File: src/rtl/ssc_pkg.sv
package ssc_pkg;
  // Events derived from one synchronized sample of the serial pins
  typedef struct packed {
    logic sclk_fall;
    logic sclk_rise;
    logic frame_end;
    logic active;
  } ssc_evt_t;

  localparam int SSC_MIN_SYNC_DEPTH = 2;
endpackage

File: src/rtl/ssc_sync.sv
module ssc_sync #(
  parameter int           W       = 1,
  parameter int           DEPTH   = 2,
  parameter logic [W-1:0] RST_VAL = '0
) (
  input  logic         clk,
  input  logic         rst,
  input  logic [W-1:0] d,
  output logic [W-1:0] q
);
  logic [DEPTH-1:0][W-1:0] stg;

  always_ff @(posedge clk) begin
    if (rst) stg <= {DEPTH{RST_VAL}};
    else     stg <= {stg[DEPTH-2:0], d};
  end

  assign q = stg[DEPTH-1];
endmodule

File: src/rtl/ssc_edge.sv
module ssc_edge
  import ssc_pkg::*;
(
  input  logic     clk,
  input  logic     rst,
  input  logic     sclk_s,
  input  logic     frm_s,
  output ssc_evt_t evt
);
  logic sclk_q;
  logic frm_q;

  always_ff @(posedge clk) begin
    if (rst) begin
      sclk_q <= 1'b1;
      frm_q  <= 1'b1;
    end else begin
      sclk_q <= sclk_s;
      frm_q  <= frm_s;
    end
  end

  always_comb begin
    evt.sclk_fall = sclk_q & ~sclk_s;
    evt.sclk_rise = ~sclk_q & sclk_s;
    evt.frame_end = ~frm_q & frm_s;
    evt.active    = ~frm_s;
  end
endmodule

File: src/rtl/ssc_shift.sv
module ssc_shift
  import ssc_pkg::*;
#(
  parameter int N = 8
) (
  input  logic         clk,
  input  logic         kill,
  input  ssc_evt_t     evt,
  input  logic         din_s,
  output logic [N-1:0] shreg,
  output logic [N-1:0] sw_en,
  output logic         sdo_low
);
  logic eject_q;

  always_ff @(posedge clk) begin
    if (kill) begin
      shreg   <= '0;
      sw_en   <= '0;
      eject_q <= 1'b0;
      sdo_low <= 1'b1;
    end else begin
      if (evt.active && evt.sclk_fall) begin
        shreg   <= {shreg[N-2:0], din_s};
        eject_q <= shreg[N-1];
      end
      if (evt.active && evt.sclk_rise)
        sdo_low <= ~eject_q;
      if (evt.frame_end)
        sw_en <= shreg;
    end
  end
endmodule

File: src/rtl/ssc_switch_ctl.sv
module ssc_switch_ctl
  import ssc_pkg::*;
#(
  parameter int N          = 8,
  parameter int SYNC_DEPTH = 2
) (
  input  logic         clk,
  input  logic         rst,
  input  logic         clr_n,
  input  logic         frm_n,
  input  logic         sck,
  input  logic         sdi,
  output logic [N-1:0] sw_en,
  output logic         sdo_oe,
  output logic         sdo_o
);
  localparam int DEPTH = (SYNC_DEPTH < SSC_MIN_SYNC_DEPTH) ? SSC_MIN_SYNC_DEPTH : SYNC_DEPTH;
  localparam int PIN_W = 3;

  logic [PIN_W-1:0] pins_s;
  logic             clr_s;
  logic             kill;
  ssc_evt_t         evt;
  logic [N-1:0]     shreg;

  ssc_sync #(.W(PIN_W), .DEPTH(DEPTH), .RST_VAL(3'b110)) u_pin_sync (
    .clk(clk), .rst(rst), .d({frm_n, sck, sdi}), .q(pins_s)
  );

  ssc_sync #(.W(1), .DEPTH(DEPTH), .RST_VAL(1'b1)) u_clr_sync (
    .clk(clk), .rst(rst), .d(clr_n), .q(clr_s)
  );

  assign kill = rst | ~clr_s;

  ssc_edge u_edge (
    .clk(clk), .rst(rst), .sclk_s(pins_s[1]), .frm_s(pins_s[2]), .evt(evt)
  );

  ssc_shift #(.N(N)) u_shift (
    .clk(clk), .kill(kill), .evt(evt), .din_s(pins_s[0]),
    .shreg(shreg), .sw_en(sw_en), .sdo_low(sdo_oe)
  );

  assign sdo_o = 1'b0;
endmodule

File: config.mk
export PLATFORM = sky130hd
export DESIGN_NAME = ssc_switch_ctl
export DESIGN_NICKNAME = d
export VERILOG_FILES = /design/src/rtl/ssc_pkg.sv /design/src/rtl/ssc_sync.sv /design/src/rtl/ssc_edge.sv /design/src/rtl/ssc_shift.sv /design/src/rtl/ssc_switch_ctl.sv
export SDC_FILE = /design/constraint.sdc
export NUM_CORES = 1
export LEC_CHECK = 0
export CORE_AREA = 2 2 47 49
export CTS_BUF_LIST = sky130_fd_sc_hd__clkbuf_8
export CTS_CLUSTER_DIAMETER = 40
export CTS_CLUSTER_SIZE = 28
export DETAILED_ROUTE_END_ITERATION = 12
export DIE_AREA = 0 0 49 51
export GPL_ROUTABILITY_DRIVEN = 0
export GPL_TIMING_DRIVEN = 0
export MAX_ROUTING_LAYER = met4
export PLACE_DENSITY = 0.7
export REMOVE_ABC_BUFFERS = 1
export SLEW_MARGIN = 20
export SYNTH_ARGS = -nofsm -noshare
export SYNTH_HDL_FRONTEND = slang
export SYNTH_SLANG_ARGS = --single-unit
File: constraint.sdc
create_clock -name clk -period 2.8 [get_ports clk]
set_clock_uncertainty 0.05 [all_clocks]
set_input_delay 0.7 -clock clk [delete_from_list [all_inputs] [get_ports clk]]
set_output_delay 0.7 -clock clk [all_outputs]
set_load 0.01 [all_outputs]
* Word level (Yosys, flattened, before mapping) *
Cells that the tools add are included.

word-level totals
  register bits = 28
  bits of input ports = 6
  output and inout port bits = 10
  logic and storage cells = 22

cells by class
  bitwise logic cells = 10
  reductions and logical operators = 2

operators with widths
  kind               count
  NOT 1 bit          6
  AND 1 bit          3
  logical AND 1 bit  2
  bitwise OR 1 bit   1

* Logic depth before layout (Yosys ltp) *
Gate-level depths: netlist (run 1).

  depth in word-level cells = 3
  depth in mapped cells = 4
  gate-level depth less buffers = 3

* Hierarchy *
A second synthesis (run 1) with hierarchy kept.

second synthesis, totals
  cells, all modules = 92
  area, all modules = 1019.7 µm²

by module, submodules not included
  module                 instances  cells each  area each (µm²)  seq. area each (µm²)
  ssc_shift              1          62          693.2            360.3
  ssc_sync (u_pin_sync)  1          15          180.2            120.1
  ssc_edge               1          8           76.3             40.0
  ssc_sync (u_clr_sync)  1          4           52.6             40.0
  ssc_switch_ctl         1          3           17.5             0.0

* Worst setup path after synthesis (run 1) *
OpenSTA, ideal clock, no wires.

  kind = input to register
  start = in rst
  end = reg u_shift.sdo_low
  setup time = 127 ps
  data arrival time = 1170 ps
  required time = 2623 ps
  setup slack = 1453 ps
  stages = 4
  buffers on the path = 1
  path through = nand2b_1 > buf_2 > nor3_1 > a31oi_1

on the way
  word-level cells in the longest chain between the ends = 1

ends and longest elaborated chain
  element                 line                  RTL
  start: declaration      ssc_switch_ctl.sv:8   input logic rst,
  bitwise OR 1 bit        ssc_switch_ctl.sv:34  assign kill = rst | ~clr_s;
  end signal: assignment  ssc_shift.sv:28       sdo_low <= ~eject_q;
  end: declaration        ssc_shift.sv:12       output logic sdo_low

Every way passes these cells.
A chain may end at the register's enable or synchronous reset.

* Worst setup path after layout (run 1) *
Same ends and word-level chain as after synthesis.

==> impl_metrics.xml, run 1 <==
<?xml version="1.0" encoding="UTF-8"?>
<metrics>
  <group name="status">
    <metric name="outcome" unit="">finished, final reports clean</metric>
  </group>
  <group name="worst_hold_path">
    <metric name="hold_path.class" unit="">flop to flop</metric>
  </group>
  <group name="clocking">
    <metric name="tritoncts_clock_tree" unit="">yes</metric>
    <metric name="post-cts-setup-buffers" unit="">0</metric>
    <metric name="cts_root_buffer" unit="">sky130_fd_sc_hd__clkbuf_8</metric>
    <metric name="numClockSinks" unit="">28</metric>
    <metric name="post_cts_resize_count" unit="">0</metric>
    <metric name="cts_buffer_depth" unit="">2</metric>
    <metric name="number_of_buffers_added_by_the_clock_tree_synthesis_step" unit="">3</metric>
    <metric name="cts-hold-fix-buffers" unit="">0</metric>
    <metric name="clk_pin_slew" unit="ns">0.09</metric>
    <metric name="clkLatencyLatePin" unit="ns">0.27</metric>
    <metric name="clock_tree.htree_level_count" unit="">1</metric>
  </group>
  <group name="run">
    <metric name="max_cap_viol_count" unit="">0</metric>
  </group>
  <group name="power_and_ir_drop">
    <metric name="power.net_switching" unit="mW">0.126</metric>
    <metric name="p_per_area" unit="nW/µm²">589</metric>
    <metric name="pwr-share-comb" unit="%">3.4</metric>
    <metric name="seq_power_share" unit="%">61.0</metric>
    <metric name="vdd.ir_drop.worst" unit="µV">291</metric>
    <metric name="power.internal" unit="mW">0.541</metric>
    <metric name="power_frac_clock" unit="%">35.7</metric>
    <metric name="power.share.switching" unit="%">18.9</metric>
    <metric name="p_leak" unit="nW">0.380</metric>
    <metric name="totalPowerFinal" unit="mW">0.666</metric>
  </group>
  <group name="critical_path">
    <metric name="critical_path.max_fanout" unit="">19</metric>
    <metric name="timing.critical_path.required" unit="ns">2.95</metric>
    <metric name="worst_setup_path_end_kind" unit="">flop</metric>
    <metric name="setup.worst_path.start_class" unit="">input port</metric>
    <metric name="arrival_time_at_the_worst_endpoint" unit="ns">2.19</metric>
    <metric name="class_of_the_most_critical_setup_path" unit="">input port to flop</metric>
  </group>
  <group name="detailed_routing">
    <metric name="highest-signal-layer" unit="">met4</metric>
    <metric name="antenna_violation_net_count_after_detailed_routing" unit="">0</metric>
    <metric name="detail_route.wirelength" unit="µm">1360</metric>
    <metric name="via_per_inst" unit="">4.51</metric>
    <metric name="wl_met1" unit="µm">639</metric>
    <metric name="drt_iter0_markers" unit="">14</metric>
    <metric name="routedWlPerCell" unit="µm">9.34</metric>
    <metric name="route.detailed.drc" unit="">0</metric>
    <metric name="routed-via-count" unit="">654</metric>
    <metric name="drt-pass1-iter-count" unit="">4</metric>
    <metric name="met3WireLength" unit="µm">61</metric>
    <metric name="met2RoutedLength" unit="µm">638</metric>
  </group>
  <group name="global_routing">
    <metric name="global_route_wire_length_before_repair" unit="µm">2360</metric>
    <metric name="grt_pass1_vias" unit="">563</metric>
    <metric name="grt_start_max_net_pins" unit="">20</metric>
    <metric name="antenna_found_initial" unit="">0</metric>
    <metric name="grt_util_all_layers" unit="%">12.8</metric>
    <metric name="grt.overflow.total" unit="">0</metric>
  </group>
  <group name="final_layout">
    <metric name="num_antenna_cells" unit="">0</metric>
    <metric name="final_layout_size_suffix_gt1_share" unit="%">11.1</metric>
    <metric name="regArea" unit="µm²">561</metric>
    <metric name="fillerInstances" unit="">198</metric>
    <metric name="final_nets" unit="">124</metric>
    <metric name="multi_input_comb_area" unit="µm²">338</metric>
    <metric name="syn2layout_area_growth" unit="%">20.0</metric>
  </group>
  <group name="logic_synthesis">
    <metric name="netlist_instances" unit="">106</metric>
    <metric name="synth_seq_cells" unit="">28</metric>
    <metric name="synth.cell_area" unit="µm²">943</metric>
    <metric name="synth.distinct_cells" unit="">17</metric>
    <metric name="ys_async_sr_fraction" unit="%">0</metric>
    <metric name="synth_edf_count" unit="">0</metric>
    <metric name="seq_area_frac_synth" unit="%">59.4</metric>
    <metric name="ys_dominant_reg_cell" unit="">sky130_fd_sc_hd__dfxtp_1</metric>
    <metric name="ys.warnings.count" unit="">0</metric>
    <metric name="syn-mean-instance-area" unit="µm²">8.90</metric>
  </group>
  <group name="timing">
    <metric name="grt_setup_unrepaired" unit="">false</metric>
    <metric name="hold_viol" unit="">0</metric>
    <metric name="timing_worst_slew_pin_value" unit="ns">0.679</metric>
    <metric name="fmaxAchievable" unit="MHz">489</metric>
    <metric name="report.final.slew_viol_count" unit="">0</metric>
    <metric name="fin_crit" unit="ns">2.04</metric>
    <metric name="timing.setup.tns" unit="ns">0</metric>
    <metric name="worst_slew_margin_rel" unit="%">54.7</metric>
    <metric name="setup_viol" unit="">0</metric>
    <metric name="final_cycle_utilization_of_the_critical_path" unit="%">73.0</metric>
  </group>
  <group name="die">
    <metric name="die_x" unit="µm">49</metric>
    <metric name="die_h" unit="µm">51</metric>
    <metric name="placeableCoreArea" unit="µm²">2060</metric>
    <metric name="design.die.area" unit="µm²">2500</metric>
    <metric name="starting_density_of_the_core" unit="%">45.7</metric>
    <metric name="pin_count" unit="">16</metric>
    <metric name="std_cell_rows" unit="">17</metric>
  </group>
  <group name="placement">
    <metric name="portBuffers" unit="">14</metric>
    <metric name="half_perimeter_wire_length_after_placement" unit="µm">902</metric>
  </group>
</metrics>
-- layer usage --
| metal | global-route usage [%] | vias up |
|---|---|---|
| met5 | - | - |
| met4 | 8.57 | 0 |
| met3 | 2.63 | 2 |
| met2 | 19.6 | 14 |
| met1 | 15.3 | 285 |
| li1 | - | 353 |
-- critical path: stages --
cell and delay (ns):
sky130_fd_sc_hd__clkdlybuf4s50_1 0.62, sky130_fd_sc_hd__nand2b_1 0.59, sky130_fd_sc_hd__inv_1 0.10, sky130_fd_sc_hd__a31oi_1 0.17
-- power groups by stage --
stage / sequential [mW] / clock (mW) / combinational [mW]
final: 0.406 / 0.238 / 0.0224
after global routing: 0.407 / 0.269 / 0.0251
after CTS: 0.406 / 0.250 / 0.0227
after detailed placement: 0.416 / 0 / 0.0227
after global placement: 0.416 / 0 / 0.0221
after floorplan: 0.415 / 0 / 0.0118
-- synthesized netlist by cell type, types with 2 or more instances --
master | instances | area (µm²)
sky130_fd_sc_hd__nand2_1 | 34 | 128
sky130_fd_sc_hd__dfxtp_1 | 28 | 561
sky130_fd_sc_hd__a21oi_1 | 17 | 85.1
sky130_fd_sc_hd__or2_2 | 8 | 50.1
sky130_fd_sc_hd__buf_2 | 3 | 15.0
sky130_fd_sc_hd__nor2b_1 | 3 | 18.8
sky130_fd_sc_hd__clkbuf_1 | 2 | 7.51
sky130_fd_sc_hd__nand2b_1 | 2 | 12.5
-- kinds of logic after synthesis --
group           synth area share, %
compound gates                 9.68
buf+inv                        4.77
flops                          59.4
other cells                   0.397
simple gates                   25.7
-- path summary, 6_finish.rpt --
kind                                         from                to  slack, ns  depth (start not counted)
worst min-delay path            u_pin_sync.stg[2]   u_pin_sync.q[2]       0.36                          1
worst max register to register    u_pin_sync.q[2]  u_shift.sw_en[4]       1.51                          3
worst max-delay path                          rst   u_shift.sdo_low       0.76                          4
worst min register to register  u_pin_sync.stg[2]   u_pin_sync.q[2]       0.36                          1
-- registers in the layout, summed over array words and instances, names as in the netlist --
register	flops
u_shift.eject_q	1
u_edge.sclk_q	1
u_clr_sync.stg	1
u_shift.shreg	8
u_shift.sw_en	8
u_pin_sync.q	3
u_pin_sync.stg	3
u_edge.frm_q	1
u_shift.sdo_low	1
u_clr_sync.q	1
-- cell type report --
| cell class | count | share of cell area (%) |
|---|---|---|
| Sequential cell | 28 | 49.5 |
| Inverter | 1 | 0.331 |
| Timing Repair Buffer | 14 | 12.4 |
| Clock buffer | 4 | 4.86 |
| Multi-Input combinational cell | 70 | 29.8 |
| Tap cell | 28 | 3.09 |
-- metrics by stage --
step	setup WS, ns	cell area (µm²)	util (%)	hold WS (ns)	std cells
after floorplan	1.31	902	-	0.339	99
after global placement	0.508	1080	52.2	0.342	141
after detailed placement	0.473	1080	52.2	0.344	141
after CTS	0.751	1130	54.9	0.368	145
after global routing	0.599	1130	54.9	0.383	145
final	0.757	1130	54.9	0.361	145
-- cell usage in the layout (no fill, tap or decap) --
cell type and count:
sky130_fd_sc_hd__a21oi_1 17, sky130_fd_sc_hd__a31oi_1 1, sky130_fd_sc_hd__clkbuf_8 4, sky130_fd_sc_hd__clkdlybuf4s50_1 14, sky130_fd_sc_hd__conb_1 1, sky130_fd_sc_hd__dfxtp_1 28, sky130_fd_sc_hd__inv_1 1, sky130_fd_sc_hd__nand2_1 34
sky130_fd_sc_hd__nand2b_1 2, sky130_fd_sc_hd__nor2b_1 3, sky130_fd_sc_hd__nor3_1 1, sky130_fd_sc_hd__nor3b_1 1, sky130_fd_sc_hd__nor3b_2 1, sky130_fd_sc_hd__or2_2 8, sky130_fd_sc_hd__or3b_1 1
Power figures use the tool's default switching activity.
==> run 2, diff against run 1 <==
--- a/config.mk
+++ b/config.mk
@@ -5,12 +5,12 @@
 export SDC_FILE = /design/constraint.sdc
 export NUM_CORES = 1
 export LEC_CHECK = 0
-export CORE_AREA = 2 2 47 49
+export CORE_AREA = 2 2 48 50
 export CTS_BUF_LIST = sky130_fd_sc_hd__clkbuf_8
 export CTS_CLUSTER_DIAMETER = 40
 export CTS_CLUSTER_SIZE = 28
 export DETAILED_ROUTE_END_ITERATION = 12
-export DIE_AREA = 0 0 49 51
+export DIE_AREA = 0 0 50 52
 export GPL_ROUTABILITY_DRIVEN = 0
 export GPL_TIMING_DRIVEN = 0
 export MAX_ROUTING_LAYER = met4
==> constraint.sdc (replaced) <==
create_clock -name clk -period 1.8 [get_ports clk]
set_clock_uncertainty 0.05 [all_clocks]
set_input_delay 0.45 -clock clk [delete_from_list [all_inputs] [get_ports clk]]
set_output_delay 0.45 -clock clk [all_outputs]
set_load 0.01 [all_outputs]
==> run 2 against run 1 <==
Clock-buffer cell count unchanged. Register-to-register slack worse by 0.97 ns. Critical path depth down 3. Sequential power up 56%. Total power up 55%. Via count up 3.4%. Sequential share of layout area down 0.11 points. Combinational power up 55%. First-iteration DRC count down 57%. Setup slack worse by 0.59 ns. Critical path type is now flop to output port. Non-clock buffer count unchanged. Core utilization down 0.99 points.
==> impl_metrics.xml, run 2 (synthesis gave the netlist of run 1 again) <==
<?xml version="1.0" encoding="UTF-8"?>
<metrics>
  <group name="die">
    <metric name="die_x" unit="µm">50</metric>
    <metric name="placeableCoreArea" unit="µm²">2110</metric>
    <metric name="std_cell_rows" unit="">17</metric>
    <metric name="design.die.area" unit="µm²">2600</metric>
    <metric name="pin_count" unit="">16</metric>
    <metric name="die_h" unit="µm">52</metric>
    <metric name="starting_density_of_the_core" unit="%">44.8</metric>
  </group>
  <group name="power_and_ir_drop">
    <metric name="vdd.ir_drop.worst" unit="µV">523</metric>
    <metric name="pwr-share-comb" unit="%">3.4</metric>
    <metric name="p_leak" unit="nW">0.380</metric>
    <metric name="power.net_switching" unit="mW">0.194</metric>
    <metric name="power_frac_clock" unit="%">35.6</metric>
    <metric name="p_per_area" unit="nW/µm²">912</metric>
    <metric name="power.share.switching" unit="%">18.7</metric>
    <metric name="seq_power_share" unit="%">61.1</metric>
    <metric name="power.internal" unit="mW">0.841</metric>
  </group>
  <group name="final_layout">
    <metric name="largest_registers" unit="">u_shift.shreg (8), u_shift.sw_en (8)</metric>
    <metric name="final_nets" unit="">124</metric>
    <metric name="most_common_cell_after_layout_fill_and_taps_aside" unit="">sky130_fd_sc_hd__nand2_1</metric>
    <metric name="regArea" unit="µm²">561</metric>
    <metric name="final_cell_mix" unit="">sky130_fd_sc_hd__nand2_1, sky130_fd_sc_hd__dfxtp_1, sky130_fd_sc_hd__a21oi_1, sky130_fd_sc_hd__clkdlybuf4s50_1, sky130_fd_sc_hd__or2_2</metric>
    <metric name="syn2layout_area_growth" unit="%">20.3</metric>
    <metric name="final_layout_size_suffix_gt1_share" unit="%">12.0</metric>
    <metric name="num_antenna_cells" unit="">0</metric>
    <metric name="multi_input_comb_area" unit="µm²">340</metric>
    <metric name="fillerInstances" unit="">204</metric>
    <metric name="layout.cell_area.non_filler" unit="µm²">1130</metric>
    <metric name="layout.core_utilization" unit="%">53.9</metric>
  </group>
  <group name="placement">
    <metric name="placement.setup.worst_slack" unit="ns">-0.280</metric>
    <metric name="half_perimeter_wire_length_after_placement" unit="µm">972</metric>
    <metric name="portBuffers" unit="">14</metric>
    <metric name="placement.cell_area" unit="µm²">1080</metric>
  </group>
  <group name="detailed_routing">
    <metric name="routedWlPerCell" unit="µm">9.26</metric>
    <metric name="detail_route.wirelength" unit="µm">1340</metric>
    <metric name="drt-pass1-iter-count" unit="">3</metric>
    <metric name="wl_met1" unit="µm">565</metric>
    <metric name="routed-via-count" unit="">676</metric>
    <metric name="drt_iter0_markers" unit="">6</metric>
    <metric name="antenna_violation_net_count_after_detailed_routing" unit="">0</metric>
    <metric name="highest-signal-layer" unit="">met4</metric>
    <metric name="met2RoutedLength" unit="µm">705</metric>
    <metric name="route.detailed.drc" unit="">0</metric>
    <metric name="via_per_inst" unit="">4.66</metric>
    <metric name="met3WireLength" unit="µm">60</metric>
  </group>
  <group name="critical_path">
    <metric name="path_cells" unit="">clkdlybuf4s50_1</metric>
    <metric name="setup.worst_path.start_class" unit="">flop</metric>
    <metric name="worst_setup_path_end_kind" unit="">output port</metric>
    <metric name="critical_path.max_fanout" unit="">2</metric>
    <metric name="timing.critical_path.required" unit="ns">1.30</metric>
    <metric name="cp_max_delay_cell" unit="">sky130_fd_sc_hd__clkdlybuf4s50_1</metric>
    <metric name="class_of_the_most_critical_setup_path" unit="">flop to output port</metric>
    <metric name="arrival_time_at_the_worst_endpoint" unit="ns">1.13</metric>
    <metric name="cp_num_cells" unit="">1</metric>
    <metric name="critical_path.n_buffers_inverters" unit="">1</metric>
    <metric name="ff_to_ff_path_depth" unit="">3</metric>
    <metric name="max_stage_delay" unit="ns">0.53</metric>
    <metric name="cp_top_family" unit="">buffers and inverters</metric>
  </group>
  <group name="global_routing">
    <metric name="grt_util_all_layers" unit="%">12.4</metric>
    <metric name="antenna_found_initial" unit="">0</metric>
    <metric name="grt_start_max_net_pins" unit="">20</metric>
    <metric name="grt_pass1_vias" unit="">550</metric>
    <metric name="global_route_wire_length_before_repair" unit="µm">2350</metric>
    <metric name="grt.overflow.total" unit="">0</metric>
  </group>
  <group name="clocking">
    <metric name="cts_buffer_depth" unit="">2</metric>
    <metric name="cts-hold-fix-buffers" unit="">0</metric>
    <metric name="clock_tree.htree_level_count" unit="">1</metric>
    <metric name="number_of_buffers_added_by_the_clock_tree_synthesis_step" unit="">3</metric>
    <metric name="numClockSinks" unit="">28</metric>
    <metric name="tritoncts_clock_tree" unit="">yes</metric>
    <metric name="clkLatencyLatePin" unit="ns">0.26</metric>
    <metric name="clk_pin_slew" unit="ns">0.09</metric>
    <metric name="cts_root_buffer" unit="">sky130_fd_sc_hd__clkbuf_8</metric>
    <metric name="post-cts-setup-buffers" unit="">0</metric>
  </group>
  <group name="timing">
    <metric name="timing_worst_slew_pin_value" unit="ns">0.537</metric>
    <metric name="finalWorstSetupSlack" unit="ns">0.170</metric>
    <metric name="timing.setup.tns" unit="ns">0</metric>
    <metric name="setup_viol" unit="">0</metric>
    <metric name="worst_slew_margin_rel" unit="%">64.1</metric>
    <metric name="report.final.slew_viol_count" unit="">0</metric>
    <metric name="fin_crit" unit="ns">1.63</metric>
    <metric name="hold_slack" unit="ns">0.366</metric>
    <metric name="final_cycle_utilization_of_the_critical_path" unit="%">90.5</metric>
    <metric name="grt_setup_unrepaired" unit="">false</metric>
    <metric name="fmaxAchievable" unit="MHz">614</metric>
    <metric name="hold_viol" unit="">0</metric>
  </group>
  <group name="worst_hold_path">
    <metric name="hold_path.class" unit="">flop to flop</metric>
    <metric name="timing.hold.worst_path_depth" unit="">1</metric>
  </group>
  <group name="run">
    <metric name="max_cap_viol_count" unit="">0</metric>
  </group>
  <group name="status">
    <metric name="outcome" unit="">finished, final reports clean</metric>
  </group>
</metrics>
## run 2: power by group through the flow
stage                     clock network [mW]  logic (mW)  registers (mW)
final                                  0.368      0.0347           0.632
after global routing                   0.406      0.0398           0.634
after CTS                              0.385      0.0355           0.633
after detailed placement                   0      0.0351           0.647
after global placement                     0      0.0343           0.646
after floorplan                            0      0.0183           0.646
## run 2: through the flow
stage	instances	power (mW)
4_1_cts	145	1.05
3_5_place_dp	141	0.682
3_3_place_gp	141	0.681
2_1_floorplan	99	0.664
6_report	145	1.03
5_1_grt	145	1.08
## run 2: area by class of cell
type / instances / area share, %
clock buffer: 4 / 4.85
sequential: 28 / 49.4
tap: 28 / 3.09
timing repair buffer: 14 / 12.3
inverter: 1 / 0.331
multi-input combinational: 70 / 30.0
## run 2: repair_timing
| item | in CTS | in global routing |
|---|---|---|
| hold endpoints to repair | 0 | 0 |
| resized for setup | 1 | 0 |
| endpoints found under the setup margin | 1 | 0 |
## run 2: routing by layer
layer	vias to the layer above	global-route usage, %
li1	352	-
met1	309	13.5
met2	13	21.3
met3	2	2.59
met4	0	6.94
met5	-	-
## run 2: worst paths after layout
kind                                         from                to  slack [ns]
worst min register to register  u_clr_sync.stg[0]      u_clr_sync.q        0.37
worst min-delay path            u_clr_sync.stg[0]      u_clr_sync.q        0.37
worst max-delay path             u_shift.sw_en[4]          sw_en[4]        0.17
worst max register to register    u_pin_sync.q[2]  u_shift.sw_en[4]        0.54
==> run 3, diff against run 2 <==
--- a/config.mk
+++ b/config.mk
@@ -5,14 +5,15 @@
 export SDC_FILE = /design/constraint.sdc
 export NUM_CORES = 1
 export LEC_CHECK = 0
-export CORE_AREA = 2 2 48 50
+export CORE_AREA = 2 2 55 44
 export CTS_BUF_LIST = sky130_fd_sc_hd__clkbuf_8
 export CTS_CLUSTER_DIAMETER = 40
 export CTS_CLUSTER_SIZE = 28
 export DETAILED_ROUTE_END_ITERATION = 12
-export DIE_AREA = 0 0 50 52
+export DIE_AREA = 0 0 57 46
 export GPL_ROUTABILITY_DRIVEN = 0
 export GPL_TIMING_DRIVEN = 0
+export HOLD_SLACK_MARGIN = 0.06
 export MAX_ROUTING_LAYER = met4
 export PLACE_DENSITY = 0.7
 export REMOVE_ABC_BUFFERS = 1
==> run 3 against run 2 <==
First-iteration DRC count increased by 67%. Sequential power about the same. Critical path depth unchanged.
==> impl_metrics.xml, run 3 (synthesis gave the netlist of run 1 again) <==
<?xml version="1.0" encoding="UTF-8"?>
<metrics>
  <group name="detailed_routing">
    <metric name="via_per_inst" unit="">4.64</metric>
    <metric name="route.detailed.drc" unit="">0</metric>
    <metric name="drt_iter0_markers" unit="">10</metric>
    <metric name="antenna_violation_net_count_after_detailed_routing" unit="">0</metric>
    <metric name="drt-pass1-iter-count" unit="">4</metric>
    <metric name="routed-via-count" unit="">659</metric>
    <metric name="routedWlPerCell" unit="µm">10.0</metric>
    <metric name="detail_route.wirelength" unit="µm">1430</metric>
  </group>
  <group name="critical_path">
    <metric name="cp_top_family" unit="">buffers and inverters</metric>
    <metric name="cp_max_delay_cell" unit="">sky130_fd_sc_hd__clkdlybuf4s50_1</metric>
    <metric name="critical_path.max_fanout" unit="">2</metric>
    <metric name="path_cells" unit="">clkdlybuf4s50_1</metric>
    <metric name="timing.critical_path.required" unit="ns">1.30</metric>
    <metric name="worst_setup_path_end_kind" unit="">output port</metric>
    <metric name="arrival_time_at_the_worst_endpoint" unit="ns">1.15</metric>
    <metric name="max_stage_delay" unit="ns">0.53</metric>
    <metric name="critical_path.n_buffers_inverters" unit="">1</metric>
    <metric name="setup.worst_path.start_class" unit="">flop</metric>
    <metric name="class_of_the_most_critical_setup_path" unit="">flop to output port</metric>
  </group>
  <group name="clocking">
    <metric name="cts-hold-fix-buffers" unit="">0</metric>
    <metric name="number_of_buffers_added_by_the_clock_tree_synthesis_step" unit="">3</metric>
    <metric name="clock_tree.htree_level_count" unit="">1</metric>
    <metric name="numClockSinks" unit="">28</metric>
    <metric name="post-cts-setup-buffers" unit="">0</metric>
    <metric name="post_cts_resize_count" unit="">0</metric>
    <metric name="cts_buffer_depth" unit="">2</metric>
    <metric name="clk_pin_slew" unit="ns">0.09</metric>
    <metric name="cts_root_buffer" unit="">sky130_fd_sc_hd__clkbuf_8</metric>
    <metric name="tritoncts_clock_tree" unit="">yes</metric>
    <metric name="clkLatencyLatePin" unit="ns">0.27</metric>
  </group>
  <group name="timing">
    <metric name="hold_viol" unit="">0</metric>
    <metric name="timing.setup.tns" unit="ns">0</metric>
    <metric name="fin_crit" unit="ns">1.65</metric>
    <metric name="worst_slew_margin_rel" unit="%">63.0</metric>
    <metric name="report.final.slew_viol_count" unit="">0</metric>
    <metric name="grt_setup_unrepaired" unit="">false</metric>
    <metric name="timing_worst_slew_pin_value" unit="ns">0.553</metric>
    <metric name="fmaxAchievable" unit="MHz">605</metric>
    <metric name="final_cycle_utilization_of_the_critical_path" unit="%">91.8</metric>
    <metric name="setup_viol" unit="">0</metric>
  </group>
  <group name="final_layout">
    <metric name="final_nets" unit="">124</metric>
    <metric name="most_common_cell_after_layout_fill_and_taps_aside" unit="">sky130_fd_sc_hd__nand2_1</metric>
    <metric name="final_cell_mix" unit="">sky130_fd_sc_hd__nand2_1, sky130_fd_sc_hd__dfxtp_1, sky130_fd_sc_hd__a21oi_1, sky130_fd_sc_hd__clkdlybuf4s50_1, sky130_fd_sc_hd__or2_2</metric>
    <metric name="layout.core_utilization" unit="%">52.9</metric>
    <metric name="num_antenna_cells" unit="">0</metric>
    <metric name="largest_registers" unit="">u_shift.shreg (8), u_shift.sw_en (8)</metric>
    <metric name="syn2layout_area_growth" unit="%">19.9</metric>
    <metric name="final_layout_size_suffix_gt1_share" unit="%">12.0</metric>
    <metric name="fillerInstances" unit="">223</metric>
  </group>
  <group name="power_and_ir_drop">
    <metric name="vdd.ir_drop.worst" unit="µV">817</metric>
    <metric name="p_per_area" unit="nW/µm²">927</metric>
    <metric name="p_leak" unit="nW">0.380</metric>
  </group>
  <group name="die">
    <metric name="pin_count" unit="">16</metric>
    <metric name="std_cell_rows" unit="">15</metric>
    <metric name="design.die.area" unit="µm²">2620</metric>
    <metric name="placeableCoreArea" unit="µm²">2140</metric>
    <metric name="starting_density_of_the_core" unit="%">44.1</metric>
    <metric name="die_x" unit="µm">57</metric>
    <metric name="die_h" unit="µm">46</metric>
  </group>
  <group name="status">
    <metric name="outcome" unit="">finished, final reports clean</metric>
  </group>
  <group name="worst_hold_path">
    <metric name="hold_path.class" unit="">flop to flop</metric>
  </group>
  <group name="global_routing">
    <metric name="grt_pass1_vias" unit="">582</metric>
    <metric name="antenna_found_initial" unit="">0</metric>
    <metric name="global_route_wire_length_before_repair" unit="µm">2390</metric>
    <metric name="grt.overflow.total" unit="">0</metric>
    <metric name="grt_util_all_layers" unit="%">12.6</metric>
    <metric name="grt_start_max_net_pins" unit="">20</metric>
  </group>
  <group name="placement">
    <metric name="portBuffers" unit="">14</metric>
    <metric name="half_perimeter_wire_length_after_placement" unit="µm">1010</metric>
  </group>
  <group name="run">
    <metric name="max_cap_viol_count" unit="">0</metric>
  </group>
</metrics>
==> run 3: cell counts in the layout (fill, tap and decap cells not counted) <==
Identical to the previous run, type by type.
==> run 3: worst register-to-register path, delay by kind of cell, from the launching register on <==
kind,cells,cell delay [ns]
flip-flops,1,0.42
AND/OR/NAND/NOR,2,0.60
AO/OA/AOI/OAI,1,0.14
==> run 3: where the power goes <==
group	switching (mW)	internal, mW	total, mW
clock	0.186	0.196	0.382
combinational	0.0173	0.0177	0.0350
sequential	0.00389	0.628	0.632
==> run 3: area by class of cell <==
type | instances | area [µm²] | area share (%)
multi-input cells | 70 | 340 | 30.1
flip-flops and latches | 28 | 561 | 49.6
inverters | 1 | 3.75 | 0.332
repair buffers | 14 | 140 | 12.4
well taps | 25 | 31.3 | 2.77
clock buffers | 4 | 55.1 | 4.87
==> run 3: per-stage QoR <==
| stage | hold WS, ns | area (µm²) | power, mW | cells | worst slack [ns] |
|---|---|---|---|---|---|
| after CTS | 0.366 | 1130 | 1.05 | 142 | 0.00983 |
| after global routing | 0.389 | 1130 | 1.08 | 142 | 0.0950 |
| after floorplan | 0.339 | 902 | 0.664 | 99 | 0.556 |
| final | 0.366 | 1130 | 1.05 | 142 | 0.147 |
| after detailed placement | 0.345 | 1070 | 0.682 | 138 | -0.274 |
| after global placement | 0.341 | 1070 | 0.681 | 138 | -0.245 |
==> run 3: worst paths after layout <==
path	end	cells past startpoint	slack (ns)	startpoint
hold reg to reg	u_clr_sync.q	1	0.37	u_clr_sync.stg[0]
setup reg to reg	u_shift.sw_en[6]	3	0.53	u_pin_sync.q[2]
setup / recovery	sdo_oe	1	0.15	u_shift.sdo_low
hold / removal	u_clr_sync.q	1	0.37	u_clr_sync.stg[0]
==> run 3: per-layer routing <==
layer / track usage [%] / wire (µm) / vias up
met5: - / 0 / -
met4: 4.19 / 10 / 0
met3: 5.97 / 97 / 2
met2: 20.0 / 642 / 16
met1: 14.3 / 674 / 286
li1: - / - / 355
